[config.mk]
export PLATFORM = sky130hd
export DESIGN_NAME = cvid_line_gen
export DESIGN_NICKNAME = d
export VERILOG_FILES = /design/src/rtl/cvid_pkg.sv /design/src/rtl/cvid_pos_ctr.sv /design/src/rtl/cvid_flag_dec.sv /design/src/rtl/cvid_word_mux.sv /design/src/rtl/cvid_line_gen.sv
export SDC_FILE = /design/constraint.sdc
export NUM_CORES = 1
export LEC_CHECK = 0
export BUFFER_PORTS_ARGS = -buffer_cell sky130_fd_sc_hd__buf_2
export CORE_MARGIN = 10
export CORE_UTILIZATION = 55
export CTS_CLUSTER_DIAMETER = 150
export DETAILED_ROUTE_END_ITERATION = 10
export PLACE_DENSITY_LB_ADDON = 0.2
export SLEW_MARGIN = 40
export SYNTH_ARGS = -nofsm -noshare
export SYNTH_HDL_FRONTEND = slang
export SYNTH_SLANG_ARGS = --single-unit
[constraint.sdc]
create_clock -name clk -period 7.75 [get_ports clk]
set_clock_uncertainty 0.2 [all_clocks]
set_input_delay 0.3875 -clock clk [delete_from_list [all_inputs] [get_ports clk]]
set_output_delay 0.3875 -clock clk [all_outputs]
set_load 0.01 [all_outputs]
[src/rtl/cvid_pkg.sv]
package cvid_pkg;

  typedef enum logic [1:0] {
    SEG_EAV  = 2'd0,
    SEG_HBLK = 2'd1,
    SEG_SAV  = 2'd2,
    SEG_ACT  = 2'd3
  } seg_e;

  typedef struct packed {
    logic f;
    logic v;
    logic h;
  } flags_t;

  // Reserved and fill word values
  localparam logic [9:0] W_PRE_HI  = 10'h3FF;
  localparam logic [9:0] W_PRE_LO  = 10'h000;
  localparam logic [9:0] W_FILL_C  = 10'h200;
  localparam logic [9:0] W_FILL_Y  = 10'h040;
  localparam logic [9:0] W_CLIP_LO = 10'h004;
  localparam logic [9:0] W_CLIP_HI = 10'h3FB;

  // Frame lengths and flag boundaries of the two line standards
  localparam int L625_LAST      = 625;
  localparam int L625_V1_END    = 23;
  localparam int L625_V2_START  = 311;
  localparam int L625_V2_END    = 336;
  localparam int L625_V1_START  = 624;
  localparam int L625_F2_START  = 313;

  localparam int L525_LAST      = 525;
  localparam int L525_V1_END    = 20;
  localparam int L525_V2_START  = 264;
  localparam int L525_V2_END    = 283;
  localparam int L525_F1_START  = 4;
  localparam int L525_F2_START  = 266;

  // Fourth word of a timing code with its protection bits
  function automatic logic [9:0] code_word(flags_t fl);
    logic p3, p2, p1, p0;
    p3 = fl.v ^ fl.h;
    p2 = fl.f ^ fl.h;
    p1 = fl.f ^ fl.v;
    p0 = fl.f ^ fl.v ^ fl.h;
    return {1'b1, fl.f, fl.v, fl.h, p3, p2, p1, p0, 2'b00};
  endfunction

  // Map reserved sample codes to the nearest legal value
  function automatic logic [9:0] clip_sample(logic [9:0] s);
    if (s[9:2] == 8'hFF) return W_CLIP_HI;
    if (s[9:2] == 8'h00) return W_CLIP_LO;
    return s;
  endfunction

endpackage

[src/rtl/cvid_pos_ctr.sv]
module cvid_pos_ctr
  import cvid_pkg::*;
#(
  parameter int WORDS_PER_LINE = 64,
  parameter int ACTIVE_SAMPLES = 16,
  parameter int LINE_W         = 10
) (
  input  logic              clk,
  input  logic              rst_n,
  input  logic              word_en,
  input  logic              std_525,
  output logic [LINE_W-1:0] line,
  output logic [1:0]        sub_idx,
  output logic              std_eff,
  output seg_e              seg
);
  localparam int POS_W     = $clog2(WORDS_PER_LINE);
  localparam int ACT_WORDS = 2 * ACTIVE_SAMPLES;
  localparam logic [POS_W-1:0] P_LAST = POS_W'(WORDS_PER_LINE - 1);
  localparam logic [POS_W-1:0] P_HBLK = POS_W'(4);
  localparam logic [POS_W-1:0] P_SAV  = POS_W'(WORDS_PER_LINE - ACT_WORDS - 4);
  localparam logic [POS_W-1:0] P_ACT  = POS_W'(WORDS_PER_LINE - ACT_WORDS);
  localparam logic [LINE_W-1:0] LN_ONE  = LINE_W'(1);
  localparam logic [LINE_W-1:0] LN_625  = LINE_W'(L625_LAST);
  localparam logic [LINE_W-1:0] LN_525  = LINE_W'(L525_LAST);

  logic [POS_W-1:0]  pos_q;
  logic [LINE_W-1:0] line_q;
  logic              std_q;
  logic              frame_start;
  logic [LINE_W-1:0] line_last;

  assign frame_start = (line_q == LN_ONE) && (pos_q == '0);
  assign std_eff     = frame_start ? std_525 : std_q;
  assign line_last   = std_eff ? LN_525 : LN_625;

  always_ff @(posedge clk or negedge rst_n) begin
    if (!rst_n) begin
      pos_q  <= '0;
      line_q <= LN_ONE;
      std_q  <= 1'b0;
    end else if (word_en) begin
      if (frame_start) std_q <= std_525;
      if (pos_q == P_LAST) begin
        pos_q  <= '0;
        line_q <= (line_q == line_last) ? LN_ONE : line_q + LN_ONE;
      end else begin
        pos_q <= pos_q + 1'b1;
      end
    end
  end

  always_comb begin
    if (pos_q < P_HBLK)     seg = SEG_EAV;
    else if (pos_q < P_SAV) seg = SEG_HBLK;
    else if (pos_q < P_ACT) seg = SEG_SAV;
    else                    seg = SEG_ACT;
  end

  assign line    = line_q;
  assign sub_idx = pos_q[1:0];

endmodule

[src/rtl/cvid_flag_dec.sv]
module cvid_flag_dec
  import cvid_pkg::*;
#(
  parameter int LINE_W = 10
) (
  input  logic [LINE_W-1:0] line,
  input  logic              std_525,
  output logic              f_flag,
  output logic              v_flag
);
  logic v625, v525, f625, f525;

  always_comb begin
    v625 = (line >= LINE_W'(L625_V1_START)) || (line < LINE_W'(L625_V1_END)) ||
           ((line >= LINE_W'(L625_V2_START)) && (line < LINE_W'(L625_V2_END)));
    v525 = (line < LINE_W'(L525_V1_END)) ||
           ((line >= LINE_W'(L525_V2_START)) && (line < LINE_W'(L525_V2_END)));
    f625 = (line >= LINE_W'(L625_F2_START));
    f525 = (line >= LINE_W'(L525_F2_START)) || (line < LINE_W'(L525_F1_START));
  end

  assign f_flag = std_525 ? f525 : f625;
  assign v_flag = std_525 ? v525 : v625;

endmodule

[src/rtl/cvid_word_mux.sv]
module cvid_word_mux
  import cvid_pkg::*;
(
  input  seg_e       seg,
  input  logic [1:0] sub_idx,
  input  logic       f_flag,
  input  logic       v_flag,
  input  logic       smp_valid,
  input  logic [9:0] smp_data,
  output logic       in_picture,
  output logic [9:0] word_next
);
  logic [9:0] fill;
  flags_t     fl;

  assign fill       = sub_idx[0] ? W_FILL_Y : W_FILL_C;
  assign in_picture = (seg == SEG_ACT) && !v_flag;

  always_comb begin
    fl.f = f_flag;
    fl.v = v_flag;
    fl.h = (seg == SEG_EAV);
    word_next = fill;
    unique case (seg)
      SEG_EAV, SEG_SAV: begin
        unique case (sub_idx)
          2'd0:    word_next = W_PRE_HI;
          2'd3:    word_next = code_word(fl);
          default: word_next = W_PRE_LO;
        endcase
      end
      SEG_ACT: begin
        if (in_picture && smp_valid) word_next = clip_sample(smp_data);
      end
      default: word_next = fill;
    endcase
  end

endmodule

[src/rtl/cvid_line_gen.sv]
module cvid_line_gen
  import cvid_pkg::*;
#(
  parameter int WORDS_PER_LINE = 64,
  parameter int ACTIVE_SAMPLES = 16,
  parameter int LINE_W         = 10
) (
  input  logic              clk,
  input  logic              rst_n,
  input  logic              word_en,
  input  logic              std_525,
  input  logic              smp_valid,
  output logic              smp_ready,
  input  logic [9:0]        smp_data,
  output logic [9:0]        vid_word,
  output logic [LINE_W-1:0] line_num,
  output logic              field_id
);
  logic [LINE_W-1:0] line;
  logic [1:0]        sub_idx;
  logic              std_eff;
  seg_e              seg;
  logic              f_flag, v_flag;
  logic              in_picture;
  logic [9:0]        word_next;

  cvid_pos_ctr #(
    .WORDS_PER_LINE(WORDS_PER_LINE),
    .ACTIVE_SAMPLES(ACTIVE_SAMPLES),
    .LINE_W        (LINE_W)
  ) u_pos (
    .clk     (clk),
    .rst_n   (rst_n),
    .word_en (word_en),
    .std_525 (std_525),
    .line    (line),
    .sub_idx (sub_idx),
    .std_eff (std_eff),
    .seg     (seg)
  );

  cvid_flag_dec #(.LINE_W(LINE_W)) u_flags (
    .line    (line),
    .std_525 (std_eff),
    .f_flag  (f_flag),
    .v_flag  (v_flag)
  );

  cvid_word_mux u_mux (
    .seg        (seg),
    .sub_idx    (sub_idx),
    .f_flag     (f_flag),
    .v_flag     (v_flag),
    .smp_valid  (smp_valid),
    .smp_data   (smp_data),
    .in_picture (in_picture),
    .word_next  (word_next)
  );

  assign smp_ready = word_en && in_picture;

  always_ff @(posedge clk or negedge rst_n) begin
    if (!rst_n) begin
      vid_word <= W_FILL_C;
      line_num <= '0;
      field_id <= 1'b0;
    end else if (word_en) begin
      vid_word <= word_next;
      line_num <= line;
      field_id <= f_flag;
    end
  end

endmodule

==> impl_metrics.tcl, run 1 <==
set metrics [dict create \
    drt_iter0_markers 168 \
    worst_pin_slew_ps 736.8 \
    synth_top_area_share_pct 37.33 \
    ir_drop_mv 0.1817 \
    area_growth_pct 9.383 \
    fin_area_um2 2640 \
    path_clk_slew_ps 70 \
    routed-via-count 1995 \
    rsz0062_at_grt "no" \
    yosys_warnings 0 \
    cp_max_fo 6 \
    core_region_area_um2 4294 \
    placed_area_um2 2554 \
    maxSlewViolCount 0 \
    dieArea_um2 7438 \
    grt_max_degree 41 \
    cp-end-kind "output pin" \
    crit_type "reg2out" \
    layout_min_cycle_time_ps 2957 \
    post-cts-setup-buffer-count 0 \
    gp_congestion 0.9077 \
    grt_usage_pct 15.54 \
    clock_sinks 38 \
    avgSynthCellArea_um2 9.142 \
    yosysMostFrequentCell "dfrtp_1" \
    ctsLongestPathBuffers 2 \
    setup_viol 0 \
    overflow 0 \
    cts_max_level 2 \
    ioPinCount 37 \
    cap_violations 0 \
    p_total_uw 570.0 \
    yosysSeqAreaShare_pct 39.50 \
    synth-seq-cells 38 \
    root_buffer "clkbuf_8" \
    relSlewSlack_pct 50.88 \
    grt_antenna_before_repair 0 \
    finalWirelength_mm 5.368 \
    hpwl_mm 3.967 \
    final-instance-count-excl-fill 343 \
    hold_viol 0 \
    synth_edf_count 0 \
    drtAntennaViolNets 0 \
    worstSkewPairLatency_ps 290 \
    avgRoutedWirePerCell_um 15.65 \
    synth.cell_area_um2 2414 \
    critPathArrivalTime_ps 2370 \
    hold_path.class "in2reg" \
    synth-async-reset-ratio_pct 100.0 \
    port_buffers 36 \
    cts_tree "yes" \
    via_per_inst 5.816 \
    placed_cells 335 \
    num_antenna_cells 0 \
    die_w_um 86.25 \
    fin_crit_sh_pct 38.15 \
    power-per-cell-area_nw_per_um2 215.9 \
    leakage_nw 1.155 \
    nets 312 \
    synth_common_cells "dfrtp_1, nor2_1, nand2_1" \
    grt_pass1_vias 2047 \
    first_pass_iters 4 \
    finalSetupTns_ps 0 \
    ys.flop_type "dfrtp_1" \
    yosysTopAreaCell "dfrtp_1" \
    num-fill-cells 391 \
    numCtsBuffers 5 \
    drive_gt1_share_pct 23.37 \
    syn-num-nets 285 \
    fmax_ghz 0.3382 \
    grt_pass1_wl_mm 9.487 \
    dieHeight_um 86.25 \
    ys_types 52 \
    start_util_pct 56.21 \
    start_kind "register" \
    status "finished, final reports clean" \
    postSynthCellCount 264 \
    drcViolationCount 0 \
    synthTopCellsByArea "dfrtp_1, mux2_2, nor2_1, a21oi_1, o21ai_0" \
    worst_ep_required_time_ps 7160 \
    num_rows 24 \
]
==> path summary, 6_finish.rpt <==
kind	cells past startpoint	start	end	slack [ps]
setup / recovery	8	u_pos.pos_q[0]$_DFFE_PN0P_	smp_ready	4790
hold / removal	3	smp_data[8]	vid_word[8]$_DFFE_PN0P_	170
setup reg to reg	9	u_pos.pos_q[0]$_DFFE_PN0P_	vid_word[6]$_DFFE_PN0P_	5030
hold reg to reg	2	vid_word[1]$_DFFE_PN0P_	vid_word[1]$_DFFE_PN0P_	290
max in group asynchronous	2	rst_n	u_pos.line[0]$_DFFE_PN1P_	6600
min in group asynchronous	2	rst_n	line_num[6]$_DFFE_PN0P_	390
==> where the power goes <==
part / total (mW) / internal, mW / leakage (nW) / switching [mW]
registers: 0.268 / 0.230 / 0.442 / 0.0377
clock network: 0.128 / 0.0619 / 0.0383 / 0.0660
logic: 0.174 / 0.0769 / 0.675 / 0.0974
==> registers in the layout, summed over array words and instances, names as in the netlist <==
signal	flops
line_num	10
u_pos.line	10
vid_word	10
u_pos.pos_q	6
field_id	1
u_pos.std_q	1
==> metal layers <==
layer  track usage, %  up-vias  wire [um]
li1                 -      997          -
met1            20.73      928       2559
met2            23.12       60       2354
met3            4.597       10        358
met4            6.038        0         95
met5                0        -          0
==> per-stage QoR <==
stage | hold slack [ps] | util, % | setup WS (ps)
CTS | 178.7 | 61.48 | 4772
detailed placement | 184.1 | 59.47 | 5026
finish | 173.4 | 61.48 | 4793
global placement | 267.4 | 59.41 | 5081
global route | 190.7 | 61.48 | 4648
floorplan | -108.1 | - | 5228
==> worst max-delay path, stage by stage (launching register included) <==
cell	delay, ps
dfrtp_1	400
inv_1	140
ha_1	240
and3b_1	190
nand4_2	140
mux2_4	360
mux2_4	360
nor2_1	110
buf_2	140
==> placed cells by master (no fill, tap or decap), types with 2 or more instances in the layout <==
master and n:
nor3_1 7, o22ai_1 2, o221ai_1 2, nand2_1 22, clkbuf_1 2, or3_1 4, a221oi_1 2, inv_1 12
dfstp_2 2, nand4_1 5, mux2i_1 5, xnor2_1 8, o211a_1 2, dfrtp_1 36, a211oi_1 3, nor4_1 2
o21ai_0 18, ha_1 6, and2_1 4, nand2b_1 4, nor4_4 2, a31oi_1 3, a21oi_1 20, nand3_1 10
mux2_4 2, buf_2 35, mux2_2 12, o31ai_1 2, nor2_1 29, clkbuf_8 5
==> timing repair <==
item	CTS	global route
hold endpoints to repair	36	0
hold buffers	1	0
endpoints found under the setup margin	0	0
resized for setup	0	0
==> area by class of cell <==
| cell class | instances | area (um^2) | share of cell area (%) |
|---|---|---|---|
| multi-input cells | 197 | 1308 | 49.53 |
| flip-flops and latches | 38 | 953.4 | 36.11 |
| repair buffers | 37 | 192.7 | 7.299 |
| clock buffers | 7 | 76.32 | 2.891 |
| well taps | 52 | 65.06 | 2.464 |
| inverters | 12 | 45.04 | 1.706 |
==> kinds of logic after synthesis <==
kind of cell             synth area share (%)
AO/OA/AOI/OAI                           15.76
XOR/XNOR                                3.266
adder cells (fa/ha/maj)                 3.110
buffers and inverters                   6.324
flip-flops                              39.50
multiplexers                            8.917
AND/OR/NAND/NOR                         23.12
Power figures use the tool's default switching activity.
==> run 2: changes to the inputs <==
--- a/config.mk
+++ b/config.mk
@@ -5,9 +5,10 @@
 export SDC_FILE = /design/constraint.sdc
 export NUM_CORES = 1
 export LEC_CHECK = 0
+export ABC_AREA = 1
 export BUFFER_PORTS_ARGS = -buffer_cell sky130_fd_sc_hd__buf_2
 export CORE_MARGIN = 10
-export CORE_UTILIZATION = 55
+export CORE_UTILIZATION = 51
 export CTS_CLUSTER_DIAMETER = 150
 export DETAILED_ROUTE_END_ITERATION = 10
 export PLACE_DENSITY_LB_ADDON = 0.2
==> constraint.sdc (replaced) <==
create_clock -name clk -period 2.6 [get_ports clk]
set_clock_uncertainty 0.2 [all_clocks]
set_input_delay 0.13 -clock clk [delete_from_list [all_inputs] [get_ports clk]]
set_output_delay 0.13 -clock clk [all_outputs]
set_load 0.01 [all_outputs]
==> run 2 against run 1 <==
  * First-iteration DRC count rose by 0.60%
  * Global-route usage rose by 0.65 points
  * Area after synthesis rose by 0.21%
  * Sequential share of layout area fell by 1.7 points
  * Combinational power rose to 3.7 times the previous value
  * Register-to-register slack got worse by 4800 ps
  * Wire length rose by 9.3%
  * Critical endpoint unchanged
  * Flip-flop and latch count did not move
  * Die area rose by 6.2%
  * Final cell count rose by 26%
  * Clock power rose to 3.4 times the previous value
==> impl_metrics.tcl, run 2 <==
set metrics [dict create \
    status "finished, final reports clean" \
    path_clk_slew_ps 80 \
    fmax_ghz 0.4150 \
    power-per-cell-area_nw_per_um2 687.3 \
    power_frac_seq_pct 43.6 \
    placed_cells 422 \
    grt_pass1_vias 2202 \
    whs_ps 14.80 \
    dieHeight_um 88.87 \
    start_util_pct 54.05 \
    yosys_warnings 0 \
    drcViolationCount 0 \
    grt_antenna_before_repair 0 \
    fin_crit_sh_pct 92.67 \
    maxSlewViolCount 0 \
    reg2reg_from "u_pos.pos_q[0]$_DFFE_PN0P_" \
    rsz0062_at_grt "no" \
    setup_viol 0 \
    overflow 0 \
    worst_ep_required_time_ps 2270 \
    synth-async-reset-ratio_pct 100.0 \
    worst_pin_slew_ps 488.6 \
    layout_common_cells "nand2_1, inv_1, dfrtp_1" \
    drtAntennaViolNets 0 \
    post-route-util_pct 61.86 \
    p_clk_share_pct 22.7 \
    relSlewSlack_pct 67.31 \
    p_comb_share_pct 33.7 \
    num-fill-cells 426 \
    fin_area_um2 2768 \
    gp_congestion 0.9427 \
    cts_tree "yes" \
    wl_met3_um 430 \
    drt_iter0_markers 169 \
    core_region_area_um2 4474 \
    avgSynthCellArea_um2 7.134 \
    hold_viol 0 \
    critPathArrivalTime_ps 2080 \
    syn-num-nets 360 \
    p_int_mw 1.173 \
    nets 401 \
    met2_length_mm 2.526 \
    fin_ws_ps 190.6 \
    ioPinCount 37 \
    cap_violations 0 \
    place_ws_ps 238.3 \
    leakage_nw 1.451 \
    yosysSeqAreaShare_pct 39.42 \
    avgRoutedWirePerCell_um 13.55 \
    top_layer "met4" \
    hpwl_mm 4.369 \
    via_per_inst 5.152 \
    synth_top_area_share_pct 37.25 \
    cp_max_fo 7 \
    p_sw_uw 729.8 \
    wl_met1_mm 2.824 \
    routed-via-count 2231 \
    ys_types 33 \
    layout_min_cycle_time_ps 2409 \
    synthTopCellsByArea "dfrtp_1, nand2_1, inv_1, o21ai_0, nand3_1" \
    hold_path_startpoint "smp_data[5]" \
    port_buffers 36 \
    ys.flop_type "dfrtp_1" \
    post-cts-setup-buffer-count 0 \
    hold_path.class "in2reg" \
    synth.cell_area_um2 2419 \
    num_antenna_cells 0 \
    cp-startpoint "u_pos.pos_q[0]$_DFFE_PN0P_" \
    final_common_cell "nand2_1" \
    first_pass_iters 4 \
    worstSkewPairLatency_ps 300 \
    root_buffer "clkbuf_8" \
    clock_sinks 38 \
    ir_drop_mv 0.4502 \
    cts_max_level 2 \
    drive_gt1_share_pct 19.16 \
    finalWirelength_mm 5.868 \
    yosysTopAreaCell "dfrtp_1" \
    final-instance-count-excl-fill 433 \
    switching_share_pct 38.36 \
    p_total_mw 1.902 \
    area_growth_pct 14.43 \
    start_kind "register" \
    postSynthCellCount 339 \
    die_w_um 88.87 \
    finalSetupTns_ps 0 \
    crit_type "reg2out" \
    cp-end-kind "output pin" \
    synth-seq-cells 38 \
    yosysMostFrequentCell "nand2_1" \
    synth_edf_count 0 \
    num_rows 24 \
    grt_usage_pct 16.19 \
    placed_area_um2 2644 \
    ctsLongestPathBuffers 2 \
    grt_max_degree 39 \
    grt_pass1_wl_mm 10.15 \
    synth_common_cells "nand2_1, inv_1, dfrtp_1" \
    numCtsBuffers 5 \
    dieArea_um2 7897 \
]
==> run 2: cell families (layout without fill, tap and decap cells) <==
group / count (synthesis) / after routing / synth area share (%)
buffers and inverters: 57 / 99 / 9.312
AND/OR/NAND/NOR: 184 / 184 / 34.76
adder cells (fa/ha/maj): 6 / 6 / 3.104
XOR/XNOR: 5 / 5 / 1.811
AO/OA/AOI/OAI: 49 / 49 / 11.59
flip-flops: 38 / 38 / 39.42
==> run 2: layout make-up <==
class / instances / area (um^2) / share of cell area [%]
Sequential cell: 38 / 953.4 / 34.45
Clock inverter: 1 / 5.005 / 0.1808
Clock buffer: 7 / 86.33 / 3.119
Multi-Input combinational cell: 244 / 1242 / 44.89
Timing Repair Buffer: 41 / 227.7 / 8.228
Tap cell: 52 / 65.06 / 2.351
Inverter: 50 / 187.7 / 6.781
==> run 2: critical path, cell delays in order, from the launching register on <==
cell     delay, ps
dfrtp_1        430
inv_1          110
ha_2           250
nand2_1        100
nor2_4         130
nand2_2         70
nand2_4         70
nand2_4         80
o21ai_4        200
nand2_1        100
nor2_1          90
buf_2          140
==> run 2: timing repair <==
| action | 4_1_cts | 5_1_grt |
|---|---|---|
| endpoints found under the hold margin | 40 | 0 |
| hold buffers | 3 | 0 |
| resized for setup | 0 | 1 |
| setup endpoints to repair | 0 | 5 |
==> run 2: power groups by stage <==
stage	clock, mW	sequential [mW]	combinational, mW
finish	0.432	0.830	0.640
detailed placement	0	0.840	0.634
global route	0.461	0.850	0.744
CTS	0.442	0.830	0.646
floorplan	0	0.840	0.446
global placement	0	0.833	0.629
==> run 2: final timing paths <==
kind,slack [ps],endpoint,cells after the start
setup reg to reg,280,vid_word[2]$_DFFE_PN0P_,17
max in group asynchronous,1700,u_pos.line[0]$_DFFE_PN1P_,2
hold reg to reg,280,vid_word[0]$_DFFE_PN0P_,2
min in group asynchronous,130,u_pos.line[4]$_DFFE_PN0P_,2
hold / removal,10,vid_word[5]$_DFFE_PN0P_,5
setup / recovery,190,smp_ready,11
==> run 2: routing by layer <==
metal  global-route usage [%]  vias to the layer above
met1                    22.05                      996
met5                        0                        -
li1                         -                     1157
met3                    3.676                        8
met4                    6.167                        0
met2                    24.27                       70
==> run 3: changes to the inputs <==
--- a/config.mk
+++ b/config.mk
@@ -8,7 +8,7 @@
 export ABC_AREA = 1
 export BUFFER_PORTS_ARGS = -buffer_cell sky130_fd_sc_hd__buf_2
 export CORE_MARGIN = 10
-export CORE_UTILIZATION = 51
+export CORE_UTILIZATION = 45
 export CTS_CLUSTER_DIAMETER = 150
 export DETAILED_ROUTE_END_ITERATION = 10
 export PLACE_DENSITY_LB_ADDON = 0.2
==> run 3 against run 2 <==
  * Non-clock buffer count shrank 1
  * Sequential share of layout area shrank 0.33 points
  * Wire length grew 0.19%
  * First-iteration DRC count grew 36%
  * Clock-buffer cell count shrank 1
  * Total power grew 0.60%
  * Largest power group unchanged
==> impl_metrics.tcl, run 3 (same netlist as run 2, synthesis figures left out) <==
set metrics [dict create \
    cts_tree "yes" \
    p_total_mw 1.914 \
    cp.depth 11 \
    clock_sinks 38 \
    reg2reg_setup_slack_ps 300 \
    port_buffers 36 \
    worst_pin_slew_ps 489.3 \
    num_antenna_cells 0 \
    post-route-util_pct 54.09 \
    fmax_ghz 0.4170 \
    ctsLongestPathBuffers 2 \
    num_rows 26 \
    rsz0062_at_grt "no" \
    worst_ep_required_time_ps 2270 \
    finalWirelength_mm 5.879 \
    worstRegToRegCells 15 \
    cp-startpoint "u_pos.pos_q[0]$_DFFE_PN0P_" \
    cp_max_fo 7 \
    r2r-end "vid_word[6]$_DFFE_PN0P_" \
    layout_common_cells "nand2_1, inv_1, dfrtp_1, buf_2" \
    crit_end "smp_ready" \
    place_ws_ps 237.8 \
    placed_area_um2 2659 \
    grt_antenna_before_repair 0 \
    critical_path.top_delay_family "simple AND/OR/NAND/NOR gates" \
    relSlewSlack_pct 67.38 \
    fin_crit_sh_pct 92.23 \
    power-per-cell-area_nw_per_um2 684.1 \
    first_pass_iters 4 \
    leakage_nw 1.444 \
    cap_violations 0 \
    layout_min_cycle_time_ps 2398 \
    reg2reg_from "u_pos.pos_q[0]$_DFFE_PN0P_" \
    drive_gt1_share_pct 19.74 \
    cpPeakStageDelay_ps 450 \
    via_per_inst 4.911 \
    cts_max_level 2 \
    root_buffer "clkbuf_8" \
    numCtsBuffers 5 \
    hold_viol 0 \
    grt_usage_pct 14.36 \
    path_clk_slew_ps 80 \
    area_growth_pct 15.67 \
    critical_path_buf_inv_count 2 \
    avgRoutedWirePerCell_um 13.06 \
    setup_viol 0 \
    overflow 0 \
    ioPinCount 37 \
    grt_pass1_wl_mm 10.29 \
    grt_max_degree 39 \
    drcViolationCount 0 \
    dieHeight_um 93.31 \
    grt_pass1_vias 2182 \
    finalSetupTns_ps 0 \
    fin_ws_ps 202.0 \
    gp_congestion 0.9454 \
    status "finished, final reports clean" \
    num-fill-cells 503 \
    post-cts-setup-buffer-count 0 \
    critPathArrivalTime_ps 2070 \
    final_common_cell "nand2_1" \
    path_cells "inv_1 > ha_4 > nand2_1 > nor2_4 > nand2_2 > nand2_4 > nand2_4 > o21ai_4 > nand2_1 > nor2_1 > buf_2" \
    dieArea_um2 8707 \
    drt_iter0_markers 229 \
    maxSlewViolCount 0 \
    drtAntennaViolNets 0 \
    cp_slowest_cell "dfrtp_2" \
    crit_type "reg2out" \
    start_util_pct 46.76 \
    hpwl_mm 4.434 \
    core_region_area_um2 5172 \
    die_w_um 93.31 \
    fin_area_um2 2798 \
    ir_drop_mv 0.4655 \
    routed-via-count 2210 \
    nets 400 \
    hold_path.class "in2reg" \
    worstSkewPairLatency_ps 300 \
    start_kind "register" \
    cp-end-kind "output pin" \
]
-- run 3: layout make-up --
cell class	count	area (um^2)	share of cell area, %
timing repair buffer	40	220.2	7.871
clock inverter	2	12.51	0.4472
sequential	38	954.7	34.12
tap	70	87.58	3.131
clock buffer	6	82.58	2.952
multi-input combinational	244	1252	44.77
inverter	50	187.7	6.708
-- run 3: worst reg2reg max path, stage by stage, from the launching register on --
cell and delay (ps):
dfrtp_2 450, inv_1 140, ha_4 190, nand2_1 90, nor2_4 130, nand2_2 80, nand2_4 80, nand2_4 80
o21ai_4 230, nand3_4 160, nand2_2 110, o21ai_1 60, nand2_1 50, nand2_1 50, nand2_1 50, nand2_1 50
-- run 3: how the worst min path moves through the flow --
stage	startpoint	end	slack (ps)	cells past startpoint
after floorplan	rst_n	field_id$_DFFE_PN0P_	-370	0
after global placement	rst_n	line_num[9]$_DFFE_PN0P_	90	1
after detailed placement	rst_n	line_num[9]$_DFFE_PN0P_	-60	1
after CTS	word_en	vid_word[7]$_DFFE_PN0P_	6	3
after global routing	word_en	vid_word[7]$_DFFE_PN0P_	40	3
final	smp_data[5]	vid_word[5]$_DFFE_PN0P_	10	5
-- run 3: through the flow --
step	hold WS (ps)	std cells
after floorplan	-365.6	339
after global placement	89.51	439
after detailed placement	-64.31	439
after CTS	5.767	450
after global routing	36.58	450
final	12.33	450
-- run 3: routing by layer --
metal / global-route usage, % / vias up / wire length, um
li1: - / 1155 / -
met1: 18.69 / 985 / 2768
met2: 22.33 / 63 / 2634
met3: 4.077 / 7 / 409
met5: 0 / - / 0
met4: 4.627 / 0 / 66
-- run 3: power by group --
group	internal (mW)	leakage [nW]	switching (mW)
Combinational	0.248	0.933	0.399
Clock	0.213	0.0472	0.224
Sequential	0.719	0.463	0.110
-- run 3: what timing repair did --
item	CTS	global route
endpoints found under the hold margin	40	0
gates resized for setup	0	4
setup endpoints to repair	0	5
hold buffers	3	0
